[src/rtl/spfp_mul_pkg.sv]
package spfp_mul_pkg;
  typedef enum logic [1:0] {
    ST_IDLE = 2'd0,
    ST_BUSY = 2'd1,
    ST_HOLD = 2'd2
  } spfp_state_e;
endpackage

[src/rtl/spfp_unpack.sv]
module spfp_unpack #(
  parameter int EXP_W  = 8,
  parameter int FRAC_W = 23,
  localparam int W     = 1 + EXP_W + FRAC_W,
  localparam int MW    = FRAC_W + 1
) (
  input  logic [W-1:0]     word,
  output logic             sign,
  output logic [EXP_W-1:0] expo,
  output logic [MW-1:0]    mant,
  output logic             is_zero,
  output logic             is_inf
);
  assign sign    = word[W-1];
  assign expo    = word[W-2 -: EXP_W];
  assign mant    = {1'b1, word[FRAC_W-1:0]};
  assign is_zero = (expo == '0);
  assign is_inf  = (expo == '1);
endmodule

[src/rtl/spfp_mant_mul.sv]
module spfp_mant_mul #(
  parameter int MW        = 24,
  parameter bit ITERATIVE = 1'b1,
  localparam int PW       = 2 * MW,
  localparam int CW       = $clog2(MW + 1)
) (
  input  logic          clk,
  input  logic          rst_n,
  input  logic          start,
  input  logic [MW-1:0] a,
  input  logic [MW-1:0] b,
  output logic          done,
  output logic [PW-1:0] prod
);
  generate
    if (ITERATIVE) begin : g_iter
      logic [PW-1:0] acc_q, mcand_q;
      logic [MW-1:0] mplier_q;
      logic [CW-1:0] cnt_q;
      logic          busy_q, done_q;

      always_ff @(posedge clk or negedge rst_n) begin
        if (!rst_n) begin
          acc_q    <= '0;
          mcand_q  <= '0;
          mplier_q <= '0;
          cnt_q    <= '0;
          busy_q   <= 1'b0;
          done_q   <= 1'b0;
        end else if (start) begin
          acc_q    <= '0;
          mcand_q  <= {{MW{1'b0}}, a};
          mplier_q <= b;
          cnt_q    <= CW'(MW);
          busy_q   <= 1'b1;
          done_q   <= 1'b0;
        end else if (busy_q) begin
          if (mplier_q[0]) acc_q <= acc_q + mcand_q;
          mcand_q  <= mcand_q << 1;
          mplier_q <= mplier_q >> 1;
          cnt_q    <= cnt_q - 1'b1;
          if (cnt_q == CW'(1)) begin
            busy_q <= 1'b0;
            done_q <= 1'b1;
          end
        end else begin
          done_q <= 1'b0;
        end
      end

      assign done = done_q;
      assign prod = acc_q;
    end else begin : g_par
      logic [PW-1:0] prod_q;
      logic          done_q;

      always_ff @(posedge clk or negedge rst_n) begin
        if (!rst_n) begin
          prod_q <= '0;
          done_q <= 1'b0;
        end else begin
          done_q <= start;
          if (start) prod_q <= PW'(a) * PW'(b);
        end
      end

      assign done = done_q;
      assign prod = prod_q;
    end
  endgenerate
endmodule

[src/rtl/spfp_pack.sv]
module spfp_pack #(
  parameter int EXP_W  = 8,
  parameter int FRAC_W = 23,
  localparam int W     = 1 + EXP_W + FRAC_W,
  localparam int MW    = FRAC_W + 1,
  localparam int PW    = 2 * MW,
  localparam int XW    = EXP_W + 2,
  localparam int BIAS  = (1 << (EXP_W - 1)) - 1,
  localparam int EMAX  = (1 << EXP_W) - 1
) (
  input  logic             sign,
  input  logic [EXP_W-1:0] exp_a,
  input  logic [EXP_W-1:0] exp_b,
  input  logic             zero_any,
  input  logic             inf_any,
  input  logic [PW-1:0]    prod,
  output logic [W-1:0]     result
);
  localparam logic [XW-1:0] BIAS_V = XW'(BIAS);
  localparam logic [XW-1:0] EMAX_V = XW'(EMAX);

  logic              norm;
  logic [FRAC_W-1:0] frac;
  logic [XW-1:0]     e_sum;

  always_comb begin
    norm  = prod[PW-1];
    frac  = norm ? prod[PW-2 -: FRAC_W] : prod[PW-3 -: FRAC_W];
    e_sum = {2'b00, exp_a} + {2'b00, exp_b} + XW'(norm) - BIAS_V;

    if (zero_any)                                  result = {sign, {(W-1){1'b0}}};
    else if (inf_any)                              result = {sign, {EXP_W{1'b1}}, {FRAC_W{1'b0}}};
    else if ($signed(e_sum) >= $signed(EMAX_V))    result = {sign, {EXP_W{1'b1}}, {FRAC_W{1'b0}}};
    else if ($signed(e_sum) <= $signed(XW'(0)))    result = {sign, {(W-1){1'b0}}};
    else                                           result = {sign, e_sum[EXP_W-1:0], frac};
  end
endmodule

[src/rtl/spfp_mul.sv]
module spfp_mul
  import spfp_mul_pkg::*;
#(
  parameter int EXP_W     = 8,
  parameter int FRAC_W    = 23,
  parameter bit ITERATIVE = 1'b1,
  localparam int W        = 1 + EXP_W + FRAC_W,
  localparam int MW       = FRAC_W + 1,
  localparam int PW       = 2 * MW
) (
  input  logic         clk,
  input  logic         rst_n,
  input  logic         in_valid,
  output logic         in_ready,
  input  logic [W-1:0] in_a,
  input  logic [W-1:0] in_b,
  output logic         out_valid,
  input  logic         out_ready,
  output logic [W-1:0] out_data
);
  spfp_state_e state_q;

  logic             sa, sb, za, zb, ia, ib;
  logic [EXP_W-1:0] ea, eb;
  logic [MW-1:0]    ma, mb;

  spfp_unpack #(.EXP_W(EXP_W), .FRAC_W(FRAC_W)) u_unp_a (
    .word(in_a), .sign(sa), .expo(ea), .mant(ma), .is_zero(za), .is_inf(ia)
  );
  spfp_unpack #(.EXP_W(EXP_W), .FRAC_W(FRAC_W)) u_unp_b (
    .word(in_b), .sign(sb), .expo(eb), .mant(mb), .is_zero(zb), .is_inf(ib)
  );

  logic accept;
  assign in_ready  = (state_q == ST_IDLE);
  assign out_valid = (state_q == ST_HOLD);
  assign accept    = in_valid && in_ready;

  logic             sign_q, zero_q, inf_q;
  logic [EXP_W-1:0] ea_q, eb_q;
  logic             mul_done;
  logic [PW-1:0]    prod;
  logic [W-1:0]     packed_res, res_q;

  spfp_mant_mul #(.MW(MW), .ITERATIVE(ITERATIVE)) u_mant (
    .clk(clk), .rst_n(rst_n), .start(accept), .a(ma), .b(mb),
    .done(mul_done), .prod(prod)
  );

  spfp_pack #(.EXP_W(EXP_W), .FRAC_W(FRAC_W)) u_pack (
    .sign(sign_q), .exp_a(ea_q), .exp_b(eb_q), .zero_any(zero_q),
    .inf_any(inf_q), .prod(prod), .result(packed_res)
  );

  always_ff @(posedge clk or negedge rst_n) begin
    if (!rst_n) begin
      state_q <= ST_IDLE;
      sign_q  <= 1'b0;
      zero_q  <= 1'b0;
      inf_q   <= 1'b0;
      ea_q    <= '0;
      eb_q    <= '0;
      res_q   <= '0;
    end else begin
      case (state_q)
        ST_IDLE: if (accept) begin
          sign_q  <= sa ^ sb;
          zero_q  <= za | zb;
          inf_q   <= ia | ib;
          ea_q    <= ea;
          eb_q    <= eb;
          state_q <= ST_BUSY;
        end
        ST_BUSY: if (mul_done) begin
          res_q   <= packed_res;
          state_q <= ST_HOLD;
        end
        ST_HOLD: if (out_ready) state_q <= ST_IDLE;
        default: state_q <= ST_IDLE;
      endcase
    end
  end

  assign out_data = res_q;
endmodule

[config.mk]
export PLATFORM = sky130hd
export DESIGN_NAME = spfp_mul
export DESIGN_NICKNAME = d
export VERILOG_FILES = /design/src/rtl/spfp_mul_pkg.sv /design/src/rtl/spfp_unpack.sv /design/src/rtl/spfp_mant_mul.sv /design/src/rtl/spfp_pack.sv /design/src/rtl/spfp_mul.sv
export SDC_FILE = /design/constraint.sdc
export NUM_CORES = 1
export LEC_CHECK = 0
export BUFFER_PORTS_ARGS = -buffer_cell sky130_fd_sc_hd__buf_2
export CAP_MARGIN = 10
export CORE_AREA = 2 2 129 163
export CTS_CLUSTER_SIZE = 20
export DETAILED_ROUTE_END_ITERATION = 6
export DIE_AREA = 0 0 131 165
export PLACE_DENSITY = 0.74
export SETUP_SLACK_MARGIN = 0.1
export SLEW_MARGIN = 15
export SYNTH_ARGS = -nofsm -noshare
export SYNTH_HDL_FRONTEND = slang
export SYNTH_SLANG_ARGS = --single-unit
export TNS_END_PERCENT = 100
[constraint.sdc]
create_clock -name clk -period 5.6 [get_ports clk]
set_input_delay 0.56 -clock clk [delete_from_list [all_inputs] [get_ports clk]]
set_output_delay 0.56 -clock clk [all_outputs]
set_load 0.05 [all_outputs]
==> metrics.yaml <==
worstPathRequired_ns: 5.93
clock_path_buffers: 2
ff2ff_path_depth: 12
min_period_over_period_pct: 70.9
grt_pass1_wl_um: 40800
synth_edf_count: 0
port-buffer-count: 101
max-vdd-ir-drop_mv: 0.280
setup_viol: 0
hp-class: "in2async"
drt_first_pass_iters: 5
rows: 58
syn_nets: 1352
max-slew-margin-rel_pct: 25.6
arrival_ns: 4.30
drtIter0Drc: 465
synth_cell_types: 73
post_cts.repair.setup_buffers: 0
drc: 0
ctsHoldBuffers: 0
crit_buf_inv: 0
ctsRootBufferMaster: "clkbuf_16"
crit_path_max_fanout: 23
cts_max_level: 4
diodes: 0
num-nets-final: 1407
worstReg2RegStart: "ea_q[0]"
drt-wirelength-per-cell_um: 15.2
synthFlopType: "dfrtp_1"
fin_area_um2: 12100
grt_util_all_layers_pct: 23.3
leakagePower_nw: 6.16
netlist_top_cells_count: "236 x nand2_1, 180 x dfrtp_1, 97 x mux2i_1, 92 x a21oi_1, 92 x o21ai_0"
finClkSkew_ns: 0.0111
worst_slew_pin_slew_ns: 1.11
worstSkewPairLatency_ns: 0.43
final_util_pct: 60.8
yosysSeqAreaShare_pct: 41.3
path_clk_slew_ns: 0.07
final-hold-violation-count: 0
r2r_end: "out_data[0]"
grt_remaining_overflow: 0
die-area_um2: 21600
path_cells: "ha_1 -> fa_1 -> a21o_1 -> a21oi_2 -> xnor2_1 -> nand3_1 -> nor3_1 -> nor2_1 -> mux2_2 -> a211oi_2 -> nand4b_1 -> o21ai_0"
status: "finished, final reports clean"
die_h_um: 165
startpoint: "ea_q[0]"
slowest_delay_ns: 0.73
endpoint: "out_data[0]"
critPathCaptureType: "flop"
reg2reg_slack_ns: 1.63
syn_to_final_growth_pct: 11.2
cts_tree: "built"
worstSetupPathType: "reg2reg"
placed_area_um2: 11500
max_freq_mhz: 252
cts_resized: 0
cts_buffers: 17
coreArea_um2: 20000
synth_top_area_share_pct: 41.3
cp_num_cells: 12
holdWs_ns: 0.160
grt_pass1_vias: 8743
initial_core_util_pct: 54.6
async_flop_share_pct: 100
dp_cells: 1529
period_needed_ns: 3.97
cpLargestDelayFamily: "simple AND/OR/NAND/NOR gates"
nFillCells: 1777
ios: 102
vias_per_cell: 5.68
routed_wl_um: 23800
synth_largest_area_cell: "dfrtp_1"
maxCapViolations: 0
fp.dieW_um: 131
tns_ns: 0
worstSetupStartpointType: "flop"
syn_area_per_cell_um2: 8.92
drive_above_1_share_pct: 12.7
crit_path_top_delay_cell: "nand4b_1"
clock_sinks: 180
rsz0062_at_grt: "false"
dp_hpwl_um: 16800
slew_violations: 0
synth.most_common_cell: "nand2_1"
fin_cells: 1561
antenna_found_initial: 0
ant_nets: 0
grt_max_degree: 85
netlist_area_um2: 10900
synth_area_leaders: "dfrtp_1 41%, mux2i_1 8.9%, nand2_1 8.1%"
ys_ff_latch: 180
num_vias: 8872
gp_congestion: 0.903
ys_warn_count: 0
syn_inst: 1223
p_per_area_nw_per_um2: 640
## power by group
| part | total (W) | internal, W | switching [W] |
|---|---|---|---|
| clock | 0.00121 | 0.000688 | 0.000520 |
| sequential | 0.00229 | 0.00185 | 0.000445 |
| combinational | 0.00425 | 0.00164 | 0.00261 |
## layout make-up
type | count | area, µm² | area share [%]
Clock buffer | 19 | 453 | 3.74
Clock inverter | 13 | 144 | 1.19
Inverter | 24 | 90.1 | 0.743
Multi-Input combinational cell | 945 | 6010 | 49.6
Sequential cell | 180 | 4510 | 37.2
Tap cell | 270 | 338 | 2.79
Timing Repair Buffer | 110 | 579 | 4.78
## state kept, by name, indices dropped and copies added (netlist names)
| name | flops |
|---|---|
| ea_q | 8 |
| zero_q | 1 |
| out_data | 32 |
| inf_q | 1 |
| u_mant.g_iter.busy_q | 1 |
| eb_q | 8 |
| sign_q | 1 |
| u_mant.prod | 48 |
| u_mant.g_iter.cnt_q | 5 |
| u_mant.g_iter.mcand_q | 48 |
| state_q | 2 |
| u_mant.done | 1 |
| u_mant.g_iter.mplier_q | 24 |
## metrics by stage
stage	worst slack [ns]	power, W
after global routing	1.29	0.00841
final	1.63	0.00775
after CTS	1.61	0.00778
after detailed placement	1.73	0.00652
after global placement	1.81	0.00641
after floorplan	2.51	0.00562
## routing by layer
layer | vias to the layer above | track usage [%] | part of all wire [%]
met1 | 4255 | 29.7 | 45
met2 | 176 | 40.2 | 50
met5 | - | 0 | 0
li1 | 4395 | - | -
met4 | 0 | 7.83 | 2.0
met3 | 46 | 3.47 | 3.1
## placed cells by master (no fill, tap or decap), types with 4 or more instances in the layout
cell	count
a21o_1	32
and4_1	4
dfrtp_1	179
nor2b_1	8
inv_6	6
o21a_1	9
nor3_1	12
nand4_1	22
buf_4	9
o211ai_1	10
mux2i_1	97
a31oi_1	7
buf_2	100
xor2_1	23
inv_1	24
clkbuf_16	17
nor2_1	74
and3_1	6
ha_1	59
or3_1	6
o21bai_1	12
a211o_1	4
xnor2_1	31
a211oi_1	6
and2_1	4
o21ai_0	92
o21ai_1	21
nand2b_1	6
nor4_1	6
a21oi_1	92
nand3_1	14
nand2_1	236
## worst reg2reg max path: cells and delay by family (launching register included)
family / cells / cell delay [ns]
adders and majority gates: 2 / 0.64
and+or+nand+nor: 4 / 1.24
DFF: 1 / 0.39
xor gates and xnor gates: 1 / 0.24
AOI/OAI and AO/OA: 4 / 1.08
muxes: 1 / 0.29
## worst min-delay path by stage
| stage | startpoint | end | slack (ns) | depth (start not counted) |
|---|---|---|---|---|
| detailed placement | eb_q[2] | eb_q[2] | 0.47 | 2 |
| global route | rst_n | u_mant.g_iter.mplier_q[1] | 0.23 | 1 |
| global placement | out_data[2] | out_data[2] | 0.46 | 2 |
| floorplan | rst_n | ea_q[0] | 0.26 | 0 |
| CTS | rst_n | u_mant.g_iter.mcand_q[21] | 0.20 | 1 |
| finish | rst_n | u_mant.g_iter.mplier_q[1] | 0.16 | 1 |
## logic make-up (layout without fill, tap and decap cells)
group / Yosys count / in the layout / share of synthesized area (%)
compound gates: 315 / 315 / 17.7
xor+xnor: 54 / 54 / 4.34
mux: 99 / 99 / 9.11
flops: 180 / 180 / 41.3
buf+inv: 98 / 166 / 3.59
fa+ha+maj: 61 / 61 / 7.14
simple gates: 416 / 416 / 16.9
Power figures use the tool's default switching activity.
